File: src/rtl/sru_pkg.sv
package sru_pkg;

   typedef enum logic {
      OP_SHIFT  = 1'b0,
      OP_ROTATE = 1'b1
   } sru_op_e;

   // Magnitude of a two's-complement count; the most negative code maps to its full magnitude.
   function automatic logic [7:0] cnt_mag(input logic [7:0] cnt, input int unsigned w);
      logic [7:0] m;
      logic       neg;
      neg = cnt[w-1];
      m   = neg ? (~cnt + 8'd1) : cnt;
      for (int i = 0; i < 8; i++) begin
         if (i >= int'(w)) m[i] = 1'b0;
      end
      return m;
   endfunction

endpackage

File: src/rtl/sru_stage.sv
module sru_stage #(
   parameter int DATA_W = 32,
   parameter int BYTE_W = 8,
   parameter int ADDR_W = 3
) (
   input  logic              clk,
   input  logic              rst_n,
   input  logic              wr_en,
   input  logic [ADDR_W-1:0] addr,
   input  logic [BYTE_W-1:0] wdata,
   input  logic              load,
   input  logic [DATA_W-1:0] load_val,
   output logic [DATA_W-1:0] stage_q,
   output logic [DATA_W-1:0] stage_next
);
   localparam int NBYTES = DATA_W / BYTE_W;

   for (genvar b = 0; b < NBYTES; b++) begin : g_byte
      logic hit;
      assign hit = wr_en && (addr == ADDR_W'(b));

      always_ff @(posedge clk or negedge rst_n) begin
         if (!rst_n)     stage_q[b*BYTE_W +: BYTE_W] <= '0;
         else if (load)  stage_q[b*BYTE_W +: BYTE_W] <= load_val[b*BYTE_W +: BYTE_W];
         else if (hit)   stage_q[b*BYTE_W +: BYTE_W] <= wdata;
      end

      assign stage_next[b*BYTE_W +: BYTE_W] = hit ? wdata : stage_q[b*BYTE_W +: BYTE_W];
   end

endmodule

File: src/rtl/sru_barrel.sv
module sru_barrel #(
   parameter int DATA_W     = 32,
   parameter int AMT_W      = 4,
   parameter bit LOG_STAGES = 1'b1
) (
   input  logic [DATA_W-1:0] din,
   input  logic [AMT_W-1:0]  cnt,
   input  sru_pkg::sru_op_e  op,
   output logic [DATA_W-1:0] dout
);
   import sru_pkg::*;

   localparam int SH_W = $clog2(DATA_W) + 1;

   logic             go_right;
   logic             do_rot;
   logic [AMT_W-1:0] mag;

   assign go_right = cnt[AMT_W-1];
   assign do_rot   = (op == OP_ROTATE);
   assign mag      = AMT_W'(cnt_mag(8'(cnt), AMT_W));

   if (LOG_STAGES) begin : g_log
      logic [DATA_W-1:0] lvl [AMT_W+1];
      assign lvl[0] = din;
      for (genvar s = 0; s < AMT_W; s++) begin : g_lvl
         localparam int K = 1 << s;
         logic [DATA_W-1:0] moved;
         always_comb begin
            if (go_right)
               moved = do_rot ? ((lvl[s] >> K) | (lvl[s] << (DATA_W - K))) : (lvl[s] >> K);
            else
               moved = do_rot ? ((lvl[s] << K) | (lvl[s] >> (DATA_W - K))) : (lvl[s] << K);
         end
         assign lvl[s+1] = mag[s] ? moved : lvl[s];
      end
      assign dout = lvl[AMT_W];
   end else begin : g_direct
      logic [SH_W-1:0] n;
      logic [SH_W-1:0] back;
      assign n    = SH_W'(mag);
      assign back = SH_W'(DATA_W) - n;
      always_comb begin
         if (go_right)
            dout = (din >> n) | (do_rot && n != '0 ? (din << back) : '0);
         else
            dout = (din << n) | (do_rot && n != '0 ? (din >> back) : '0);
      end
   end

endmodule

File: src/rtl/shift_rotate_unit.sv
module shift_rotate_unit #(
   parameter int DATA_W     = 32,
   parameter int BYTE_W     = 8,
   parameter int ADDR_W     = 3,
   parameter int AMT_W      = 4,
   parameter bit LOG_STAGES = 1'b1
) (
   input  logic              clk,
   input  logic              rst_n,
   input  logic [ADDR_W-1:0] addr,
   input  logic              rd_en,
   input  logic              wr_en,
   input  logic [BYTE_W-1:0] wdata,
   output logic [BYTE_W-1:0] rdata
);
   import sru_pkg::*;

   localparam int NBYTES    = DATA_W / BYTE_W;
   localparam int IDX_TOP   = NBYTES - 1;
   localparam int IDX_SHIFT = NBYTES;
   localparam int IDX_ROT   = NBYTES + 1;

   if (DATA_W % BYTE_W != 0) begin : g_bad_width
      $error("DATA_W must be a multiple of BYTE_W");
   end
   if (IDX_ROT >= (1 << ADDR_W)) begin : g_bad_addr
      $error("ADDR_W too narrow for the register map");
   end
   if (AMT_W > BYTE_W || (1 << (AMT_W - 1)) >= DATA_W) begin : g_bad_amt
      $error("AMT_W out of range");
   end

   logic [DATA_W-1:0] core_q;
   logic [DATA_W-1:0] stage_q;
   logic [DATA_W-1:0] stage_next;
   logic [DATA_W-1:0] result;
   logic [BYTE_W-1:0] shamt_q;
   logic [BYTE_W-1:0] rotamt_q;
   logic              hit_shift;
   logic              hit_rot;
   logic              op_fire;
   logic              commit;
   sru_op_e           op_sel;

   assign hit_shift = wr_en && (addr == ADDR_W'(IDX_SHIFT));
   assign hit_rot   = wr_en && (addr == ADDR_W'(IDX_ROT));
   assign op_fire   = hit_shift || hit_rot;
   assign op_sel    = hit_rot ? OP_ROTATE : OP_SHIFT;
   assign commit    = (wr_en || rd_en) && (addr == ADDR_W'(IDX_TOP));

   sru_stage #(
      .DATA_W (DATA_W),
      .BYTE_W (BYTE_W),
      .ADDR_W (ADDR_W)
   ) u_stage (
      .clk        (clk),
      .rst_n      (rst_n),
      .wr_en      (wr_en),
      .addr       (addr),
      .wdata      (wdata),
      .load       (op_fire),
      .load_val   (result),
      .stage_q    (stage_q),
      .stage_next (stage_next)
   );

   sru_barrel #(
      .DATA_W     (DATA_W),
      .AMT_W      (AMT_W),
      .LOG_STAGES (LOG_STAGES)
   ) u_barrel (
      .din  (core_q),
      .cnt  (wdata[AMT_W-1:0]),
      .op   (op_sel),
      .dout (result)
   );

   always_ff @(posedge clk or negedge rst_n) begin
      if (!rst_n)       core_q <= '0;
      else if (op_fire) core_q <= result;
      else if (commit)  core_q <= stage_next;
   end

   always_ff @(posedge clk or negedge rst_n) begin
      if (!rst_n) begin
         shamt_q  <= '0;
         rotamt_q <= '0;
      end else begin
         if (hit_shift) shamt_q  <= wdata;
         if (hit_rot)   rotamt_q <= wdata;
      end
   end

   always_comb begin
      rdata = '0;
      for (int i = 0; i < NBYTES; i++) begin
         if (addr == ADDR_W'(i)) rdata = stage_q[i*BYTE_W +: BYTE_W];
      end
      if (addr == ADDR_W'(IDX_SHIFT)) rdata = shamt_q;
      if (addr == ADDR_W'(IDX_ROT))   rdata = rotamt_q;
   end

endmodule

File: config.mk
export PLATFORM = sky130hd
export DESIGN_NAME = shift_rotate_unit
export DESIGN_NICKNAME = d
export VERILOG_FILES = /design/src/rtl/sru_pkg.sv /design/src/rtl/sru_stage.sv /design/src/rtl/sru_barrel.sv /design/src/rtl/shift_rotate_unit.sv
export SDC_FILE = /design/constraint.sdc
export NUM_CORES = 1
export LEC_CHECK = 0
export ABC_AREA = 0
export BUFFER_PORTS_ARGS = -buffer_cell sky130_fd_sc_hd__buf_2
export CORE_MARGIN = 2
export CORE_UTILIZATION = 30
export DETAILED_ROUTE_END_ITERATION = 7
export MAX_ROUTING_LAYER = met4
export PLACE_DENSITY = 0.5
export SLEW_MARGIN = 20
export SYNTH_ARGS = -nofsm -noshare
export SYNTH_HDL_FRONTEND = slang
export SYNTH_SLANG_ARGS = --single-unit
File: constraint.sdc
create_clock -name clk -period 4 [get_ports clk]
set_clock_uncertainty 0.1 [all_clocks]
set_input_delay 0.8 -clock clk [delete_from_list [all_inputs] [get_ports clk]]
set_output_delay 0.8 -clock clk [all_outputs]
set_load 0.05 [all_outputs]
* Word level (Yosys, flattened, before mapping)
Cells that the tools add are included.
** Storage, ports and cells
- Register bits after elaboration :: 80
- Input bits :: 15
- Logic and storage cells :: 67
** Cells by class
- $add $sub $neg :: 1
- Equality and inequality tests :: 5
- Multiplexer cells :: 34
- Bitwise gates (word level) :: 9
- Reductions and logical operators :: 11
** Operator list (number)
- two-way mux 32 bit :: 18
- two-way mux 8 bit :: 14
- bitwise OR 24 x 32 -> 32 bit :: 1
- bitwise OR 28 x 32 -> 32 bit :: 1
- bitwise OR 30 x 32 -> 32 bit :: 1
- bitwise OR 31 x 32 -> 32 bit :: 1
- bitwise OR 32 x 1 -> 32 bit :: 1
- bitwise OR 32 x 2 -> 32 bit :: 1
- bitwise OR 32 x 4 -> 32 bit :: 1
- bitwise OR 32 x 8 -> 32 bit :: 1
- logical AND 1 bit :: 7
- == test 3 x 2 -> 1 bit, second input constant :: 2
- == test 3 bit, second input constant :: 2
- adder 4 x 1 -> 4 bit, second input constant :: 1
- two-way mux 4 bit :: 1
- NOT 4 bit :: 1
- == test 3 x 1 -> 1 bit, second input constant :: 1
- logical NOT 3 bit :: 1
- logical OR 1 bit :: 2
- nonzero test 2 bit :: 1
- two-way mux 1 bit :: 1

* Depth between registers and ports, before layout
Gate-level depths: netlist (run 1).
- Depth after elaboration :: 19
- Depth in mapped cells :: 14

* Cells and area by module
Synthesis (run 1) repeated with hierarchy kept, for this count alone.
** Second synthesis, totals
- Cells, all modules :: 775
- Area, all modules :: 7495.9 um^2
** By module, submodules not included
- sru_barrel :: times used 1, cells an instance 463, area an instance 3347.0 um^2
- shift_rotate_unit :: times used 1, cells an instance 206, area an instance 2526.2 um^2
- sru_stage :: times used 1, cells an instance 106, area an instance 1622.8 um^2

* Worst setup path before layout (run 1)
No wires, ideal clock.
- Path type :: input to output
- Start :: in addr[0]
- End :: out rdata[4]
- Data arrival time :: 2.598 ns
- Path slack :: 0.502 ns
- Stages on the path :: 5
- Cell sequence :: clkbuf_1 -> clkbuf_1 -> clkbuf_1 -> a22oi_1 -> o221ai_1
** Between the ends
- Word-level cells in the longest chain between the ends :: 7
** Ends and longest elaborated chain
- from (decl) :: line shift_rotate_unit.sv:10 : input logic [ADDR_W-1:0] addr,
- logical NOT 3 bit :: line shift_rotate_unit.sv:97 : if (addr == ADDR_W'(i)) rdata = stage_q[i*BYTE_W +: BYTE_W];
- two-way mux 8 bit (4 in a row) :: line shift_rotate_unit.sv:97
- two-way mux 8 bit :: line shift_rotate_unit.sv:99 : if (addr == ADDR_W'(IDX_SHIFT)) rdata = shamt_q;
- two-way mux 8 bit * :: line shift_rotate_unit.sv:100 : if (addr == ADDR_W'(IDX_ROT)) rdata = rotamt_q;
- to (decl) :: line shift_rotate_unit.sv:14 : output logic [BYTE_W-1:0] rdata
Every way passes the cells marked *; elsewhere a longest branch is shown, timed or not.

* Worst setup path after layout (run 1)
- Start :: in addr[1]
- End :: out rdata[4]
Same word-level chain as after synthesis.

==> results.sh, run 1 <==
export IMPL_nNetsFinal=911
export IMPL_syn_to_final_growth_pct=10.9
export IMPL_synth_top_area_share_pct=26.8
export IMPL_h_tree_depth=3
export IMPL_cts_setup_buffers=0
export IMPL_synth_avg_cell_area_um2=8.20
export IMPL_required_ns=3.10
export IMPL_maxCapViolations=0
export IMPL_power_frac_seq_pct=35.4
export IMPL_cts_tree="built"
export IMPL_report_power_total_uw=4050
export IMPL_die_h_um=162
export IMPL_ir_drop_mv=0.321
export IMPL_async_reset_ff_share_pct=100
export IMPL_ys_types=76
export IMPL_drc_errors=0
export IMPL_antenna_cells=0
export IMPL_first_pass_iters=6
export IMPL_ctsRootBufferMaster="clkbuf_16"
export IMPL_syn_area_um2=7480
export IMPL_ant_nets=0
export IMPL_max_slew_margin_rel_pct=32.4
export IMPL_hold_violations=0
export IMPL_cp_end_kind="output port"
export IMPL_ys_ff_latch=80
export IMPL_grt_start_max_net_pins=109
export IMPL_leakage_uw=0.00331
export IMPL_p_per_area_nw_per_um2=489
export IMPL_min_period_over_period_pct=83.4
export IMPL_tns_ns=0
export IMPL_die_x_um=162
export IMPL_n_fill_cell=2581
export IMPL_antenna_found_initial=0
export IMPL_grt_util_all_layers_pct=26.2
export IMPL_die_area_um2=26200
export IMPL_setup_viol=0
export IMPL_p_int_uw=2280
export IMPL_crit_fanout=23
export IMPL_viasPerCell=6.25
export IMPL_cts_resized=0
export IMPL_crit_path_start_kind="input pin"
export IMPL_grt_setup_unrepaired="false"
export IMPL_dp_slack_ns=0.592
export IMPL_power_share_clock_pct=24.1
export IMPL_wl_per_cell_um=27.2
export IMPL_p_sw_uw=1780
export IMPL_clk_pin_slew_ns=0.07
export IMPL_clockBufferDepth=2
export IMPL_comb_power_share_pct=40.5
export IMPL_yosysSeqAreaShare_pct=26.8
export IMPL_drive_gt1_share_pct=16.2
export IMPL_cts_buffers=9
export IMPL_vias=7645
export IMPL_setup_slack_ns=0.662
export IMPL_gr_total_overflow=0
export IMPL_hold_path_class="reg2reg"
export IMPL_outcome="complete, no violations"
export IMPL_arrival_ns=2.44
export IMPL_portBuffers=22
export IMPL_drt_first_iter_violations=841
export IMPL_worst_slew_pin_slew_ns=1.01
export IMPL_dp_hpwl_um=24400
export IMPL_wl_um=33400
export IMPL_yosysWarnings=0
export IMPL_syn_inst=912
export IMPL_syn_num_nets=928
export IMPL_slew_viol_final=0
export IMPL_fmax_mhz=300
export IMPL_clock_sinks=80
export IMPL_synth_ff_type="dfrtp_1"
export IMPL_ff2ff_setup_slack_ns=1.38
export IMPL_yosysTopAreaCell="dfrtp_1"
export IMPL_power_switching_share_pct=43.8
export IMPL_rows=57
export IMPL_period_needed_ns=3.34
export IMPL_clkLatencyLatePin_ns=0.35
export IMPL_synth_edf_count=0
export IMPL_gp_congestion=1.02
export IMPL_whs_ns=0.380
export IMPL_critPathKind="in2out"
export IMPL_io_pins=23
export IMPL_place_area_um2=7950
export IMPL_cts_hold_buf=0
export IMPL_coreArea_um2=24400
export IMPL_synth_area_leaders="dfrtp_1, mux2i_1, nand2_1"
export IMPL_fin_area_um2=8290
export IMPL_grt_pass1_wl_um=49600
export IMPL_grt_pass1_vias=7281
export IMPL_start_util_pct=30.7
-- layout by cell type, fill, tap and decap left out, types with 7 or more instances in the layout --
cell type  count
o221ai_1      10
nor2_1        68
nand2_1      120
nor3_1        11
nand3_1       14
o21ai_1       12
o211ai_1      23
a211o_1        7
a211oi_1      36
a21oi_1       63
buf_2         19
nand2b_1      20
o21ai_0       37
a31oi_1       14
o22ai_1       27
nor2b_1       15
a22oi_1       20
mux2i_1       81
a32oi_1        7
clkbuf_16      9
buf_4         46
dfrtp_1       80
mux2_2        25
and3_1         8
mux4_2         9
-- cells by family after synthesis --
kind of cell             synth area share (%)
AO/OA/AOI/OAI                            29.2
AND/OR/NAND/NOR                          18.0
multiplexers                             18.7
buffers and inverters                    6.95
flip-flops                               26.8
XOR/XNOR                                0.234
adder cells (fa/ha/maj)                 0.167
-- through the flow --
stage	utilization [%]	std cells
4_1_cts	34.0	1224
6_report	34.0	1224
3_3_place_gp	32.6	1208
5_1_grt	34.0	1224
2_1_floorplan	-	912
3_5_place_dp	32.6	1208
-- flip-flops by register name, indices dropped and copies added (netlist names) --
name             flops
core_q              32
rotamt_q             8
shamt_q              8
u_stage.stage_q     32
-- worst paths after layout --
path	cells past startpoint	endpoint	startpoint
worst max-delay path	5	rdata[4]	addr[1]
worst min-delay path	2	rotamt_q[5]	rotamt_q[5]
worst max register to register	6	u_stage.stage_q[12]	core_q[13]
worst min register to register	2	rotamt_q[5]	rotamt_q[5]
max in group asynchronous	2	core_q[0]	rst_n
min in group asynchronous	1	core_q[26]	rst_n
-- per-layer routing --
metal	track usage, %	vias to the layer above	routed length (µm)
li1	-	3399	-
met1	34.2	3772	14300
met2	39.3	398	14900
met3	5.06	76	2560
met4	11.7	0	1620
met5	-	-	0
-- cell type report --
cell class | count | area (µm²) | share of cell area [%]
clock buffer | 9 | 225 | 2.72
clock inverter | 7 | 120 | 1.45
inverter | 8 | 30.0 | 0.362
multi-input combinational | 728 | 5010 | 60.4
sequential | 80 | 2000 | 24.1
tap | 324 | 405 | 4.89
timing repair buffer | 68 | 500 | 6.04
-- worst max-delay path, cell delays in order --
cell and delay [ns]:
buf_2 0.25, nor2_1 0.54, a22oi_1 0.30, o221ai_1 0.24, buf_2 0.30
-- power groups by stage --
| stage | sequential [µW] | combinational, µW | clock [µW] |
|---|---|---|---|
| finish | 1440 | 1640 | 975 |
| global route | 1450 | 1770 | 1020 |
| CTS | 1420 | 1610 | 986 |
| detailed placement | 1430 | 1610 | 0 |
| global placement | 1450 | 1620 | 0 |
| floorplan | 1150 | 1250 | 0 |
-- cells in the mapped netlist, types with 4 or more instances --
library cell  instances
mux4_2                9
mux2i_1              81
o211ai_1             23
o21ai_1              12
mux2_2               25
nor2_1               68
a211o_1               7
and3_1                8
a211oi_1             36
a221oi_2              4
a22oi_1              20
and2_1                4
o221ai_1             10
nand2b_1             20
o2111ai_1             4
buf_2                34
buf_6                 6
nand4_1               6
a21oi_1              63
nand3_1              14
mux2_1                4
a31oi_1              14
nand2_1             120
o21ai_0              37
nor2b_1              15
nor3_1               12
o31ai_1               7
a21boi_1              4
a32oi_1               7
clkbuf_1             42
o22ai_1              27
buf_4                10
inv_1                 6
dfrtp_1              80
No activity file was read; power rests on OpenSTA's default activity.
==> run 2: changes to the inputs <==
==> constraint.sdc (replaced) <==
create_clock -name clk -period 3.3 [get_ports clk]
set_clock_uncertainty 0.1 [all_clocks]
set_input_delay 0.66 -clock clk [delete_from_list [all_inputs] [get_ports clk]]
set_output_delay 0.66 -clock clk [all_outputs]
set_load 0.05 [all_outputs]
==> results.sh, run 2 (same netlist as run 1, synthesis figures left out) <==
export IMPL_outcome="complete, no violations"
export IMPL_cts_resized=0
export IMPL_crit_path_start_kind="input pin"
export IMPL_fmax_mhz=333
export IMPL_report_power_total_uw=4890
export IMPL_hold_path_class="in2async"
export IMPL_cts_tree="built"
export IMPL_r2r_end="core_q[26]"
export IMPL_worst_slew_pin_slew_ns=0.886
export IMPL_slew_viol_final=0
export IMPL_slowest_delay_ns=0.55
export IMPL_drive_gt1_share_pct=20.4
export IMPL_maxCapViolations=0
export IMPL_crit_fanout=7
export IMPL_place_area_um2=8410
export IMPL_gr_total_overflow=0
export IMPL_dp_cells=1256
export IMPL_period_needed_ns=3.01
export IMPL_clkLatencyLatePin_ns=0.34
export IMPL_drc_errors=0
export IMPL_p_per_area_nw_per_um2=561
export IMPL_grt_util_all_layers_pct=26.3
export IMPL_crit_chain="buf_4 > inv_2 > ha_1 > buf_4 > nand2b_1 > o22ai_1 > nor4_1 > a211oi_1 > o22ai_1 > buf_4 > a211oi_1"
export IMPL_gp_congestion=1.01
export IMPL_critPathKind="in2reg"
export IMPL_n_fill_cell=2586
export IMPL_hold_violations=0
export IMPL_arrival_ns=3.11
export IMPL_die_area_um2=26200
export IMPL_nNetsFinal=959
export IMPL_setup_viol=0
export IMPL_ir_drop_mv=0.331
export IMPL_post_route_util_pct=35.7
export IMPL_clockBufferDepth=2
export IMPL_wl_um=33400
export IMPL_first_pass_iters=7
export IMPL_cp_common_cell="buf_4"
export IMPL_final_common_cell="nand2_1"
export IMPL_fin_cells=1272
export IMPL_cts_hold_buf=0
export IMPL_antenna_cells=0
export IMPL_coreArea_um2=24400
export IMPL_viasPerCell=6.24
export IMPL_tns_ns=0
export IMPL_antenna_found_initial=0
export IMPL_fin_area_um2=8710
export IMPL_r2r_cells=6
export IMPL_portBuffers=22
export IMPL_ant_nets=0
export IMPL_syn_to_final_growth_pct=16.6
export IMPL_cp_end_kind="flip-flop"
export IMPL_drt_first_iter_violations=1010
export IMPL_grt_pass1_wl_um=50500
export IMPL_cts_setup_buffers=0
export IMPL_rows=57
export IMPL_clk_pin_slew_ns=0.06
export IMPL_grt_start_max_net_pins=65
export IMPL_io_pins=23
export IMPL_clock_sinks=80
export IMPL_final_cell_mix="nand2_1, buf_4, mux2i_1"
export IMPL_h_tree_depth=3
export IMPL_leakage_uw=0.00356
export IMPL_top_regs="core_q (32), u_stage.stage_q (32)"
export IMPL_r2r_start="core_q[29]"
export IMPL_ff2ff_setup_slack_ns=0.72
export IMPL_grt_pass1_vias=7508
export IMPL_start_util_pct=30.7
export IMPL_cts_buffers=9
export IMPL_die_h_um=162
export IMPL_min_period_over_period_pct=91.1
export IMPL_wl_per_cell_um=26.3
export IMPL_grt_setup_unrepaired="false"
export IMPL_required_ns=3.40
export IMPL_ctsRootBufferMaster="clkbuf_16"
export IMPL_cpMaxStageDelayCell="nor4_1"
export IMPL_max_slew_margin_rel_pct=40.7
export IMPL_die_x_um=162
export IMPL_vias=7935
export IMPL_dp_hpwl_um=24900
run 2: cell count changes in the layout (fill, tap and decap cells not counted), sizes merged:
cell	delta
inv	+1
clkbuf	+2
buf	+48
bufinv	-2
clkinv	-1
run 2: critical path, delay by kind of cell:
| family | cells | cell delay (ns) |
|---|---|---|
| AOI/OAI and AO/OA | 4 | 0.59 |
| adders and majority gates | 1 | 0.44 |
| buffers and inverters | 4 | 0.54 |
| and+or+nand+nor | 2 | 0.88 |
run 2: routing by layer:
layer	part of all wire, %	global-route usage (%)
met3	8.0	4.06
met4	3.9	9.09
met1	43	35.8
met2	45	39.8
met5	0	-
run 2: worst max path at each step:
| stage | startpoint | end | slack [ns] | depth (start not counted) |
|---|---|---|---|---|
| 4_1_cts | wdata[0] | core_q[14] | 0.35 | 11 |
| 2_1_floorplan | addr[0] | rdata[4] | 0.08 | 5 |
| 3_3_place_gp | wdata[0] | core_q[14] | -0.02 | 11 |
| 5_1_grt | wdata[0] | core_q[14] | 0.23 | 11 |
| 6_report | wdata[0] | core_q[14] | 0.29 | 11 |
| 3_5_place_dp | wdata[0] | core_q[14] | 0.01 | 11 |
run 2: area by class of cell:
type	count	area, µm²	share of cell area [%]
clock buffers	11	243	2.79
multi-input cells	728	5010	57.5
well taps	324	405	4.65
flip-flops and latches	80	2000	23.0
repair buffers	116	961	11.0
inverters	8	30.0	0.345
clock inverters	5	63.8	0.732
run 2: where the power goes:
| group | leakage [µW] | total (µW) | internal [µW] | switching [µW] |
|---|---|---|---|---|
| clock network | 0.000146 | 1040 | 613 | 425 |
| registers | 0.000943 | 1720 | 1230 | 492 |
| logic | 0.00247 | 2130 | 894 | 1230 |
| total | 0.00356 | 4890 | 2740 | 2150 |
run 2: stage by stage:
stage / hold slack (ns) / setup slack, ns
after floorplan: 0.264 / 0.0825
after global placement: 0.360 / -0.0194
after detailed placement: 0.362 / 0.0130
after CTS: 0.273 / 0.353
after global routing: 0.303 / 0.227
final: 0.250 / 0.294
==> run 3: changes to the inputs <==
--- a/config.mk
+++ b/config.mk
@@ -7,7 +7,6 @@
 export LEC_CHECK = 0
 export ABC_AREA = 0
 export BUFFER_PORTS_ARGS = -buffer_cell sky130_fd_sc_hd__buf_2
-export CORE_MARGIN = 2
 export CORE_UTILIZATION = 30
 export DETAILED_ROUTE_END_ITERATION = 7
 export MAX_ROUTING_LAYER = met4
==> results.sh, run 3 (same netlist as run 1, synthesis figures left out) <==
export IMPL_outcome="complete, no violations"
export IMPL_vias=7748
export IMPL_fmax_mhz=335
export IMPL_nNetsFinal=937
export IMPL_hold_violations=0
export IMPL_fin_area_um2=8530
export IMPL_final_cell_mix="nand2_1, mux2i_1, dfrtp_1"
export IMPL_clk_pin_slew_ns=0.06
export IMPL_dp_hpwl_um=23700
export IMPL_cts_setup_buffers=0
export IMPL_required_ns=3.42
export IMPL_first_pass_iters=6
export IMPL_crit_chain="buf_4 > inv_2 > ha_1 > mux2i_2 > o211ai_1 > o31ai_1 > a22oi_1 > a2111oi_2 > buf_4 > a31oi_1"
export IMPL_die_h_um=160
export IMPL_antenna_found_initial=0
export IMPL_crit_path_start_kind="input pin"
export IMPL_power_frac_seq_pct=35.8
export IMPL_maxCapViolations=0
export IMPL_post_route_util_pct=35.0
export IMPL_grt_util_all_layers_pct=25.9
export IMPL_tns_ns=0
export IMPL_cp_end_kind="flip-flop"
export IMPL_cts_buffers=9
export IMPL_arrival_ns=3.10
export IMPL_cts_hold_buf=0
export IMPL_place_area_um2=8220
export IMPL_drc_errors=0
export IMPL_die_area_um2=25600
export IMPL_setup_slack_ns=0.316
export IMPL_slew_viol_final=0
export IMPL_p_sw_uw=2090
export IMPL_drt_first_iter_violations=1050
export IMPL_hold_path_class="in2async"
export IMPL_dp_slack_ns=-0.00167
export IMPL_die_x_um=160
export IMPL_gp_congestion=0.994
export IMPL_slowest_delay_ns=0.52
export IMPL_rows=57
export IMPL_period_needed_ns=2.98
export IMPL_grt_start_max_net_pins=84
export IMPL_clkLatencyLatePin_ns=0.35
export IMPL_wl_per_cell_um=25.5
export IMPL_ir_drop_mv=0.251
export IMPL_worst_slew_pin_slew_ns=0.716
export IMPL_critPathKind="in2reg"
export IMPL_syn_to_final_growth_pct=14.1
export IMPL_whs_ns=0.226
export IMPL_min_period_over_period_pct=90.4
export IMPL_final_common_cell="nand2_1"
export IMPL_cpMaxStageDelayCell="a2111oi_2"
export IMPL_clock_sinks=80
export IMPL_comb_power_share_pct=41.8
export IMPL_grt_setup_unrepaired="false"
export IMPL_top_regs="core_q (32), u_stage.stage_q (32)"
export IMPL_coreArea_um2=24400
export IMPL_h_tree_depth=3
export IMPL_antenna_cells=0
export IMPL_leakage_uw=0.00345
export IMPL_cp_common_cell="buf_4"
export IMPL_io_pins=23
export IMPL_cts_tree="built"
export IMPL_grt_pass1_vias=7334
export IMPL_ctsRootBufferMaster="clkbuf_16"
export IMPL_cts_resized=0
export IMPL_clockBufferDepth=2
export IMPL_wl_um=31800
export IMPL_power_share_clock_pct=22.4
export IMPL_power_switching_share_pct=43.4
export IMPL_setup_viol=0
export IMPL_p_int_uw=2720
export IMPL_start_util_pct=30.7
export IMPL_grt_pass1_wl_um=48500
export IMPL_max_slew_margin_rel_pct=52.1
export IMPL_ant_nets=0
export IMPL_portBuffers=22
export IMPL_viasPerCell=6.20
export IMPL_crit_fanout=6
export IMPL_p_per_area_nw_per_um2=563
export IMPL_drive_gt1_share_pct=18.4
export IMPL_gr_total_overflow=0
==> run 3: cell count changes in the layout (fill, tap and decap cells not counted), sizes merged <==
cell    before  now
bufinv       1    2
clkbuf      11   10
buf        116   94
clkinv       2    1
==> run 3: layout make-up <==
cell class / count / area [µm²]
timing repair buffer: 94 / 771
multi-input combinational: 728 / 5010
tap: 324 / 405
inverter: 8 / 30.0
clock inverter: 5 / 81.3
fill: 2570 / 15900
sequential: 80 / 2000
clock buffer: 10 / 229
==> run 3: critical path: cells and delay by family <==
family / cells / cell delay (ns)
buf+inv: 3 / 0.37
mux: 1 / 0.47
compound gates: 5 / 1.22
fa+ha+maj: 1 / 0.38
==> run 3: per-layer routing <==
| layer | vias up | part of all wire [%] | GRT usage, % | routed length [µm] |
|---|---|---|---|---|
| met4 | 0 | 4.3 | 9.39 | 1380 |
| met5 | - | 0 | - | 0 |
| met2 | 426 | 44 | 38.2 | 14100 |
| met1 | 3779 | 44 | 36.1 | 14100 |
| li1 | 3463 | - | - | - |
| met3 | 80 | 7.0 | 3.51 | 2230 |
==> run 3: power groups by stage <==
stage,logic (µW),clock network (µW),registers [µW]
after floorplan,1510,0,1390
after global placement,1960,0,1720
after detailed placement,1960,0,1720
after CTS,1970,1090,1700
after global routing,2160,1130,1740
final,2010,1080,1720
==> run 3: metrics by stage <==
stage / power, µW / instances
after floorplan: 2900 / 912
final: 4800 / 1249
after global placement: 3690 / 1234
after global routing: 5030 / 1249
after CTS: 4760 / 1249
after detailed placement: 3680 / 1234
==> run 3: path summary, 6_finish.rpt <==
kind | slack, ns | startpoint | end | cells past startpoint
max | 0.32 | wdata[0] | u_stage.stage_q[21] | 10
min | 0.23 | rst_n | u_stage.stage_q[24] | 1
max reg2reg | 0.78 | core_q[22] | u_stage.stage_q[21] | 7
min reg2reg | 0.37 | rotamt_q[0] | rotamt_q[0] | 2
max in group asynchronous | 2.17 | rst_n | core_q[16] | 2
min in group clk | 0.37 | rotamt_q[0] | rotamt_q[0] | 2
